File: config.mk
export PLATFORM = sky130hd
export DESIGN_NAME = row_tree_decoder
export DESIGN_NICKNAME = d
export VERILOG_FILES = /design/src/rtl/row_tree_pkg.sv /design/src/rtl/digit_onehot.sv /design/src/rtl/select_node.sv /design/src/rtl/tree_stage.sv /design/src/rtl/row_tree_decoder.sv
export SDC_FILE = /design/constraint.sdc
export NUM_CORES = 1
export LEC_CHECK = 0
export ABC_AREA = 1
export BUFFER_PORTS_ARGS = -buffer_cell sky130_fd_sc_hd__buf_2
export CAP_MARGIN = 15
export CORE_UTILIZATION = 31
export DETAILED_ROUTE_END_ITERATION = 7
export PLACE_DENSITY = 0.58
export SYNTH_ARGS = -nofsm -noshare
export SYNTH_HDL_FRONTEND = slang
export SYNTH_HIERARCHICAL = 1
export SYNTH_SLANG_ARGS = --single-unit
File: constraint.sdc
create_clock -name clk -period 3.6 [get_ports clk]
set_input_delay 0.18 -clock clk [delete_from_list [all_inputs] [get_ports clk]]
set_output_delay 0.18 -clock clk [all_outputs]
set_load 0.02 [all_outputs]
File: src/rtl/row_tree_pkg.sv
package row_tree_pkg;

    typedef enum logic {
        OUT_COMB = 1'b0,
        OUT_REG  = 1'b1
    } out_mode_e;

    // Number of tree levels for a given address and digit width.
    function automatic int unsigned tree_levels(int unsigned aw, int unsigned gw);
        return aw / gw;
    endfunction

    // Number of enable lines leaving level k of the tree.
    function automatic int unsigned level_width(int unsigned gw, int unsigned k);
        return 1 << (gw * (k + 1));
    endfunction

    function automatic bit legal_digit(int unsigned gw);
        return (gw == 2) || (gw == 4);
    endfunction

endpackage

File: src/rtl/digit_onehot.sv
module digit_onehot #(
    parameter int unsigned GW = 2,
    localparam int unsigned FAN = 1 << GW
) (
    input  logic [GW-1:0]  code,
    output logic [FAN-1:0] oh
);
    always_comb begin
        oh       = '0;
        oh[code] = 1'b1;
    end
endmodule

File: src/rtl/select_node.sv
module select_node #(
    parameter int unsigned FAN = 4
) (
    input  logic           up_en,
    input  logic [FAN-1:0] pick,
    output logic [FAN-1:0] down_en
);
    // One node drives only FAN child enables; one child follows up_en.
    assign down_en = pick & {FAN{up_en}};
endmodule

File: src/rtl/tree_stage.sv
module tree_stage #(
    parameter int unsigned PARENTS = 1,
    parameter int unsigned FAN     = 4
) (
    input  logic [PARENTS-1:0]     par_en,
    input  logic [FAN-1:0]         pick,
    output logic [PARENTS*FAN-1:0] kid_en
);
    for (genvar p = 0; p < PARENTS; p++) begin : g_node
        select_node #(.FAN(FAN)) u_node (
            .up_en  (par_en[p]),
            .pick   (pick),
            .down_en(kid_en[p*FAN +: FAN])
        );
    end
endmodule

File: src/rtl/row_tree_decoder.sv
module row_tree_decoder
    import row_tree_pkg::*;
#(
    parameter int unsigned ADDR_W   = 8,
    parameter int unsigned GRP_W    = 2,
    parameter out_mode_e   OUT_MODE = OUT_REG,
    localparam int unsigned ROWS    = 1 << ADDR_W
) (
    input  logic              clk,
    input  logic              rst,
    input  logic              en,
    input  logic [ADDR_W-1:0] addr,
    output logic [ROWS-1:0]   rows
);
    localparam int unsigned FAN    = 1 << GRP_W;
    localparam int unsigned LEVELS = tree_levels(ADDR_W, GRP_W);

    if (!legal_digit(GRP_W)) begin : g_bad_digit
        $error("GRP_W must be 2 or 4");
    end
    if ((ADDR_W % GRP_W) != 0 || ADDR_W == 0) begin : g_bad_width
        $error("ADDR_W must be a non-zero multiple of GRP_W");
    end

    // Digit g = 0 is the most significant group and steers the root.
    logic [LEVELS*FAN-1:0] digit_oh;
    for (genvar g = 0; g < LEVELS; g++) begin : g_digit
        digit_onehot #(.GW(GRP_W)) u_oh (
            .code(addr[ADDR_W-1-g*GRP_W -: GRP_W]),
            .oh  (digit_oh[g*FAN +: FAN])
        );
    end

    for (genvar k = 0; k < LEVELS; k++) begin : g_lvl
        localparam int unsigned NKID = level_width(GRP_W, k);
        logic [NKID-1:0] kid;
        if (k == 0) begin : g_root
            tree_stage #(.PARENTS(1), .FAN(FAN)) u_stage (
                .par_en(en),
                .pick  (digit_oh[0 +: FAN]),
                .kid_en(kid)
            );
        end else begin : g_inner
            tree_stage #(.PARENTS(NKID / FAN), .FAN(FAN)) u_stage (
                .par_en(g_lvl[k-1].kid),
                .pick  (digit_oh[k*FAN +: FAN]),
                .kid_en(kid)
            );
        end
    end

    logic [ROWS-1:0] rows_d;
    assign rows_d = g_lvl[LEVELS-1].kid;

    if (OUT_MODE == OUT_REG) begin : g_reg
        logic [ROWS-1:0] rows_q;
        always_ff @(posedge clk) begin
            if (rst) rows_q <= '0;
            else     rows_q <= rows_d;
        end
        assign rows = rows_q;
    end else begin : g_comb
        assign rows = rows_d;
    end
endmodule

; ---- Yosys cells after proc, flatten, opt, wreduce, memory -nomap -nowiden
; Cells that the tools add are included.
[op_classes]
magnitude_cmp = 8
n_reduce_logical = 4
n_mux = 8
bitwise = 85
[ops]
columns = operator, n
row1 = $and 4x4->4, 85
row2 = $lt 2x3->1 const B, 4
row3 = $demux 1 s2, 4
row4 = $ge 2x1->1 const B, 4
row5 = $logic_and 1x1->1, 4
row6 = $mux 1, 4
[totals]
input_bits = 11
regBits = 256
wordCells = 106

; ---- Longest topological paths before layout
; Gate-level depths: netlist of run 1.
[logic_depth]
depth_word = 8
ltp_mapped = 12

; ---- Cells and area by module
; Netlist of run 1, hierarchy kept.
[by_module_without_submodules]
columns = mod, area_per_inst_um2, instances, cells_each, seq_area_each_um2
row1 = row_tree_decoder, 7247.0, 1, 796, 5124.9
row2 = select_node, 30.0, 85, 8, 0.0
row3 = digit_onehot, 26.3, 4, 7, 0.0

; ---- Least setup slack after synthesis of run 1
; OpenSTA, ideal clock, no wires.
[synth_path]
path_kind = input port to flip-flop
startpoint = input port addr[1]
endpoint = register g_reg.rows_q[10], in the netlist rows[10]
setup_time_ns = 0.064
path_buffers = 0
path_stages = 6
arrival_ns = 2.451
slack_ns = 1.085
cell_sequence = inv_1 -> nor2_1 -> nand2_1 -> inv_1 -> inv_1 -> nor2_1
[synth_via]
elab_chain_len = 5
[synth_lines]
columns = element, line_no
row1 = "start, declared", row_tree_decoder.sv:12  ; input logic [ADDR_W-1:0] addr,
row2 = $lt 2x3->1 (implied by the code) or $ge 2x1->1 (tied branches), digit_onehot.sv:10  ; oh[code] = 1'b1;
row3 = $logic_and 1x1->1 (implied by the code), digit_onehot.sv:10
row4 = $mux 1 (implied by the code), digit_onehot.sv:10
row5 = $demux 1 s2 *, n/a
row6 = named net digit_oh[14], row_tree_decoder.sv:26  ; logic [LEVELS*FAN-1:0] digit_oh;
row7 = $and 4x4->4 *, select_node.sv:9  ; assign down_en = pick & {FAN{up_en}};
row8 = named net g_lvl[3].kid[10], row_tree_decoder.sv:36  ; logic [NKID-1:0] kid;
row9 = "end signal, assigned", row_tree_decoder.sv:59  ; else rows_q <= rows_d;
row10 = "end, declared", row_tree_decoder.sv:56  ; logic [ROWS-1:0] rows_q;
; The timed path passes the listed nets; every way through them passes the cells marked *.
; A chain may end at the register's enable or synchronous reset.

; ---- Final worst setup path of run 1
[layout_path]
startpoint = input port addr[1]
endpoint = register g_reg.rows_q[168], in the netlist rows[168]
; Same word-level chain as after synthesis.

==> results of run 1 <==
area by class of cell:
class	instances	share of cell area
inverters	608	0.182
flip-flops and latches	256	0.408
clock buffers	40	0.0659
diodes	1	0.000199
repair buffers	272	0.111
multi-input cells	612	0.185
clock inverters	9	0.00678
well taps	402	0.0401
metal layers:
metal | vias up | part of all wire | track usage
met1 | 3511 | 0.45 | 0.186
li1 | 4451 | - | -
met2 | 200 | 0.46 | 0.266
met3 | 44 | 0.073 | 0.0409
met4 | 4 | 0.020 | 0.0417
met5 | - | 0.00072 | 0
worst paths after layout:
check / start / endpoint / slack, ps / depth (start not counted)
worst max-delay path: addr[1] / rows[168] / 2160 / 7
worst min-delay path: rst / rows[225] / 180 / 2
critical path, cell delays in order:
cell and delay [ps]:
buf_2 140, nor2_4 730, buf_4 540, nand2_1 100, inv_1 60, inv_1 30
nor2_1 90
layout by cell type (no fill, tap or decap), types with 3 or more instances in the layout:
cell | synthesis | routed
nor2_2 | 0 | 3
clkbuf_8 | 0 | 7
inv_1 | 608 | 607
nor2_1 | 268 | 262
buf_4 | 24 | 5
clkbuf_1 | 0 | 5
dfxtp_1 | 256 | 256
nand2_1 | 344 | 344
buf_2 | 4 | 265
clkinvlp_4 | 0 | 3
nor2_4 | 0 | 3
clkbuf_16 | 0 | 29
clkinv_2 | 0 | 3
logic make-up after synthesis:
family        count (synthesis)  synth area share
simple gates                612             0.232
buf+inv                     636             0.251
flops                       256             0.517
report_power, final:
part / internal [mW] / switching, mW
Clock: 1.66 / 1.11
Sequential: 2.84 / 0.000881
Combinational: 0.0233 / 0.149
==> summary.md, run 1 <==
| Metric | Value |
|---|---|
| Final period util | 0.401 |
| CTS Buffer Depth | 3 |
| Fillcell total | 3357 |
| Largest net degree at the start of global routing | 105 |
| PortBufs | 266 |
| Grt ovf | 0 |
| Initial DRC Count | 336 |
| DP Area | 11600 um2 |
| Pre-CTS setup slack | 1520 ps |
| Antenna Nets Post-Route | 0 |
| Synth area leader | dfxtp_1 |
| Sum Neg Setup Slack | 0 ps |
| Initial antenna violation count | 3 |
| YS warnings | 6 |
| Total Routing Usage GR | 0.153 |
| CP required | 4050 ps |
| Post-synthesis cell type count | 6 |
| Layout Utilization | 0.399 |
| Top cells by area, synth | dfxtp_1 (52%), inv_1 (23%), nand2_1 (13%) |
| # setup viols final | 0 |
| RSZ-0062 raised after global routing | false |
| Max-Cap Viols | 0 |
| Remaining DRCs | 0 |
| Pins Over Slew Limit | 0 |
| CTS root buf | clkbuf_16 |
| WS Path Type | input port to flop |
| GP Congestion | 0.747 |
| Setup WS post-layout | 2160 ps |
| Clock transition at the registers of the reported paths | 60 ps |
| Fmax | 692 MHz |
| First-pass GRT wire length | 40300 um |
| Drt wl/cell | 11.3 um |
| Worst-margin pin slew | 1060 ps |
| Non-Filler Cell Area, Final | 12500 um2 |
| Die area | 32700 um2 |
| CTS sink cnt | 256 |
| Die Width | 181 um |
| CTS Buf Count | 28 |
| Share of layout cells above drive strength 1 | 0.180 |
| Synth Net Count | 1515 |
| CTS Hold Bufs | 0 |
| Status | finished clean |
| Pre-antenna DRT Iters | 4 |
| Peak supply drop | 0.000311 V |
| # rows | 65 |
| Worst setup EP type | flop |
| Final std cells w/o fill | 2200 |
| Post-CTS Setup Inserts | 0 |
| I/O Pins | 267 |
| Seq/Total Area, Yosys | 0.517 |
| Mapped Cells | 1504 |
| Number of flip-flops in the largest register | 256 |
| Post-synth top cells | inv_1 (608), nand2_1 (344), nor2_1 (268), dfxtp_1 (256), buf_4 (24) |
| Die H | 181 um |
| Max transition margin | 0.290 |
| PwrDens | 461 nW/um2 |
| CP arrival | 1900 ps |
| Asr flop ratio synth | 0 |
| Post-Route WL | 25000 um |
| Pwr Total | 5.78 mW |
| Post-synth EDFFs | 0 |
| TritonCTS clock tree | yes |
| #FFs+latches synth | 256 |
| Most numerous cell in the Yosys netlist | inv_1 |
| Vias | 8210 |
| Initial Util | 0.315 |
| P&R area growth vs syn | 26.7% |
| Worst Path Max Fanout | 34 |
| Yosys top cell area share | 0.517 |
| Critical path startpoint category | input port |
| Hold Slack | 177 ps |
| Nets@finish | 1789 |
| Vias in the first global route | 7833 |
| Detailed placement HPWL | 16800 um |
| CTS resizes | 0 |
| Area of the multi-input gates | 2330 um2 |
| Syn avg cell area | 6.59 um2 |
| Leak | 8.34 nW |
| Ys flop type | dfxtp_1 |
| Placed Cells incl. Taps | 2150 |
| Post-layout min period | 1440 ps |
| Register area | 5120 um2 |
| Cell area after synthesis | 9900 um2 |
| Core area | 31500 um2 |
| H-tree Lvls | 1 |
| Endpoints failing hold | 0 |
| Worst Hold Class | input port to flop |
| Via-to-Cell Ratio | 3.73 |
Power figures use the tool's default switching activity.
==> inputs of run 2 (changes only) <==
Clock period 3.6 ns to 1.46 ns, I/O delays scaled along.
==> summary.md, run 2 (synthesized netlist as in run 1, its figures left out) <==
| Metric | Value |
|---|---|
| Worst setup EP type | output port |
| P&R area growth vs syn | 30.6% |
| Post-Route WL | 26400 um |
| Non-Filler Cell Area, Final | 12900 um2 |
| CTS Hold Bufs | 1 |
| TritonCTS clock tree | yes |
| Final period util | 0.790 |
| Worst Hold Class | input port to flop |
| DP Area | 11900 um2 |
| Worst setup path start | rows[113] |
| PwrDens | 1180 nW/um2 |
| Via-to-Cell Ratio | 3.73 |
| I/O Pins | 267 |
| Layout Utilization | 0.411 |
| Status | finished clean |
| Remaining DRCs | 0 |
| Max-Cap Viols | 0 |
| CTS Buffer Depth | 3 |
| Clock transition at the registers of the reported paths | 60 ps |
| Vias | 8313 |
| Most common cell after layout, fill and taps aside | inv_1 |
| Depth of the worst hold-timing path | 7 |
| Share of layout cells above drive strength 1 | 0.191 |
| Grt ovf | 0 |
| Critical path's top delay family | flip-flops |
| Die area | 32700 um2 |
| CP required | 1390 ps |
| CTS sink cnt | 256 |
| Nets@finish | 1813 |
| Initial DRC Count | 306 |
| CP arrival | 1080 ps |
| RSZ-0062 raised after global routing | false |
| Total Routing Usage GR | 0.162 |
| GP Congestion | 0.763 |
| Worst-margin pin slew | 377 ps |
| Post-CTS Setup Inserts | 0 |
| Drt wl/cell | 11.9 um |
| H-tree Lvls | 1 |
| Endpoints failing hold | 0 |
| CP max stage delay | 360 ps |
| Pwr Total | 15.3 mW |
| Die Width | 181 um |
| Peak supply drop | 0.000768 V |
| Critical path, cell by cell | buf_2 |
| Leak | 8.55 nW |
| Max transition margin | 0.749 |
| Worst Path Max Fanout | 1 |
| Detailed placement HPWL | 17800 um |
| WS Path Type | flop to output port |
| CTS root buf | clkbuf_16 |
| Vias in the first global route | 7837 |
| Initial antenna violation count | 3 |
| Fmax | 867 MHz |
| Hold Path Origin | addr[0] |
| Largest net degree at the start of global routing | 72 |
| PortBufs | 266 |
| Most frequent cells in the layout | inv_1 (607), nand2_1 (344), buf_2 (265) |
| CP max-delay cell | dfxtp_1 |
| Hold Slack | 110 ps |
| First-pass GRT wire length | 41800 um |
| Levels on crit path | 1 |
| CP bufs+invs | 1 |
| Core area | 31500 um2 |
| Initial Util | 0.315 |
| Antenna Nets Post-Route | 0 |
| Number of flip-flops in the largest register | 256 |
| # rows | 65 |
| Hold endpoint | rows[120] |
| Pre-antenna DRT Iters | 5 |
| CTS Buf Count | 28 |
| Sum Neg Setup Slack | 0 ps |
| Pins Over Slew Limit | 0 |
| Die H | 181 um |
| CTS resizes | 0 |
| Post-layout min period | 1150 ps |
| # setup viols final | 0 |
| Critical path startpoint category | flop |
## run 2: changes by cell type in the layout (fill, tap and decap cells not counted), sizes merged
cell | before | now
buf | 271 | 294
bufinv | 1 | 6
clkbuf | 41 | 40
clkinv | 5 | 4
clkinvlp | 3 | 2
diode | 1 | 3
dlygate4sd3 | 0 | 1
inv | 608 | 609
## run 2: cell type report
| type | instances | area [um2] |
|---|---|---|
| well taps | 402 | 503 |
| clock inverters | 13 | 224 |
| diodes | 3 | 7.51 |
| clock buffers | 39 | 813 |
| inverters | 608 | 2280 |
| fillers | 3285 | 18500 |
| flip-flops and latches | 256 | 5120 |
| repair buffers | 296 | 1660 |
| multi-input cells | 612 | 2330 |
## run 2: metal layers
| metal | share of wire | routed length [um] | track usage | vias up |
|---|---|---|---|---|
| met1 | 0.46 | 12100 | 0.206 | 3552 |
| li1 | - | - | - | 4506 |
| met3 | 0.059 | 1560 | 0.0331 | 45 |
| met4 | 0.022 | 578 | 0.0424 | 2 |
| met5 | 0.00038 | 10 | 0 | - |
| met2 | 0.46 | 12200 | 0.277 | 208 |
## run 2: where the power goes
| part | internal, mW | total, mW | switching, mW | leakage (nW) |
|---|---|---|---|---|
| Combinational | 0.123 | 0.528 | 0.405 | 5.98 |
| Clock | 4.94 | 7.79 | 2.85 | 0.505 |
| Sequential | 6.99 | 6.99 | 0.00231 | 2.06 |
## run 2: worst max path at each step
stage / to / slack [ps]
after detailed placement: rows[129] / 140
after CTS: rows[185] / 260
after global routing: rows[27] / 260
after floorplan: rows[11] / 110
after global placement: rows[129] / 140
final: rows[113] / 310
## run 2: stage by stage
step | cells | worst slack [ps]
6_report | 2229 | 306
5_1_grt | 2228 | 261
4_1_cts | 2226 | 261
3_5_place_dp | 2173 | 141
3_3_place_gp | 2173 | 144
2_1_floorplan | 1504 | 114
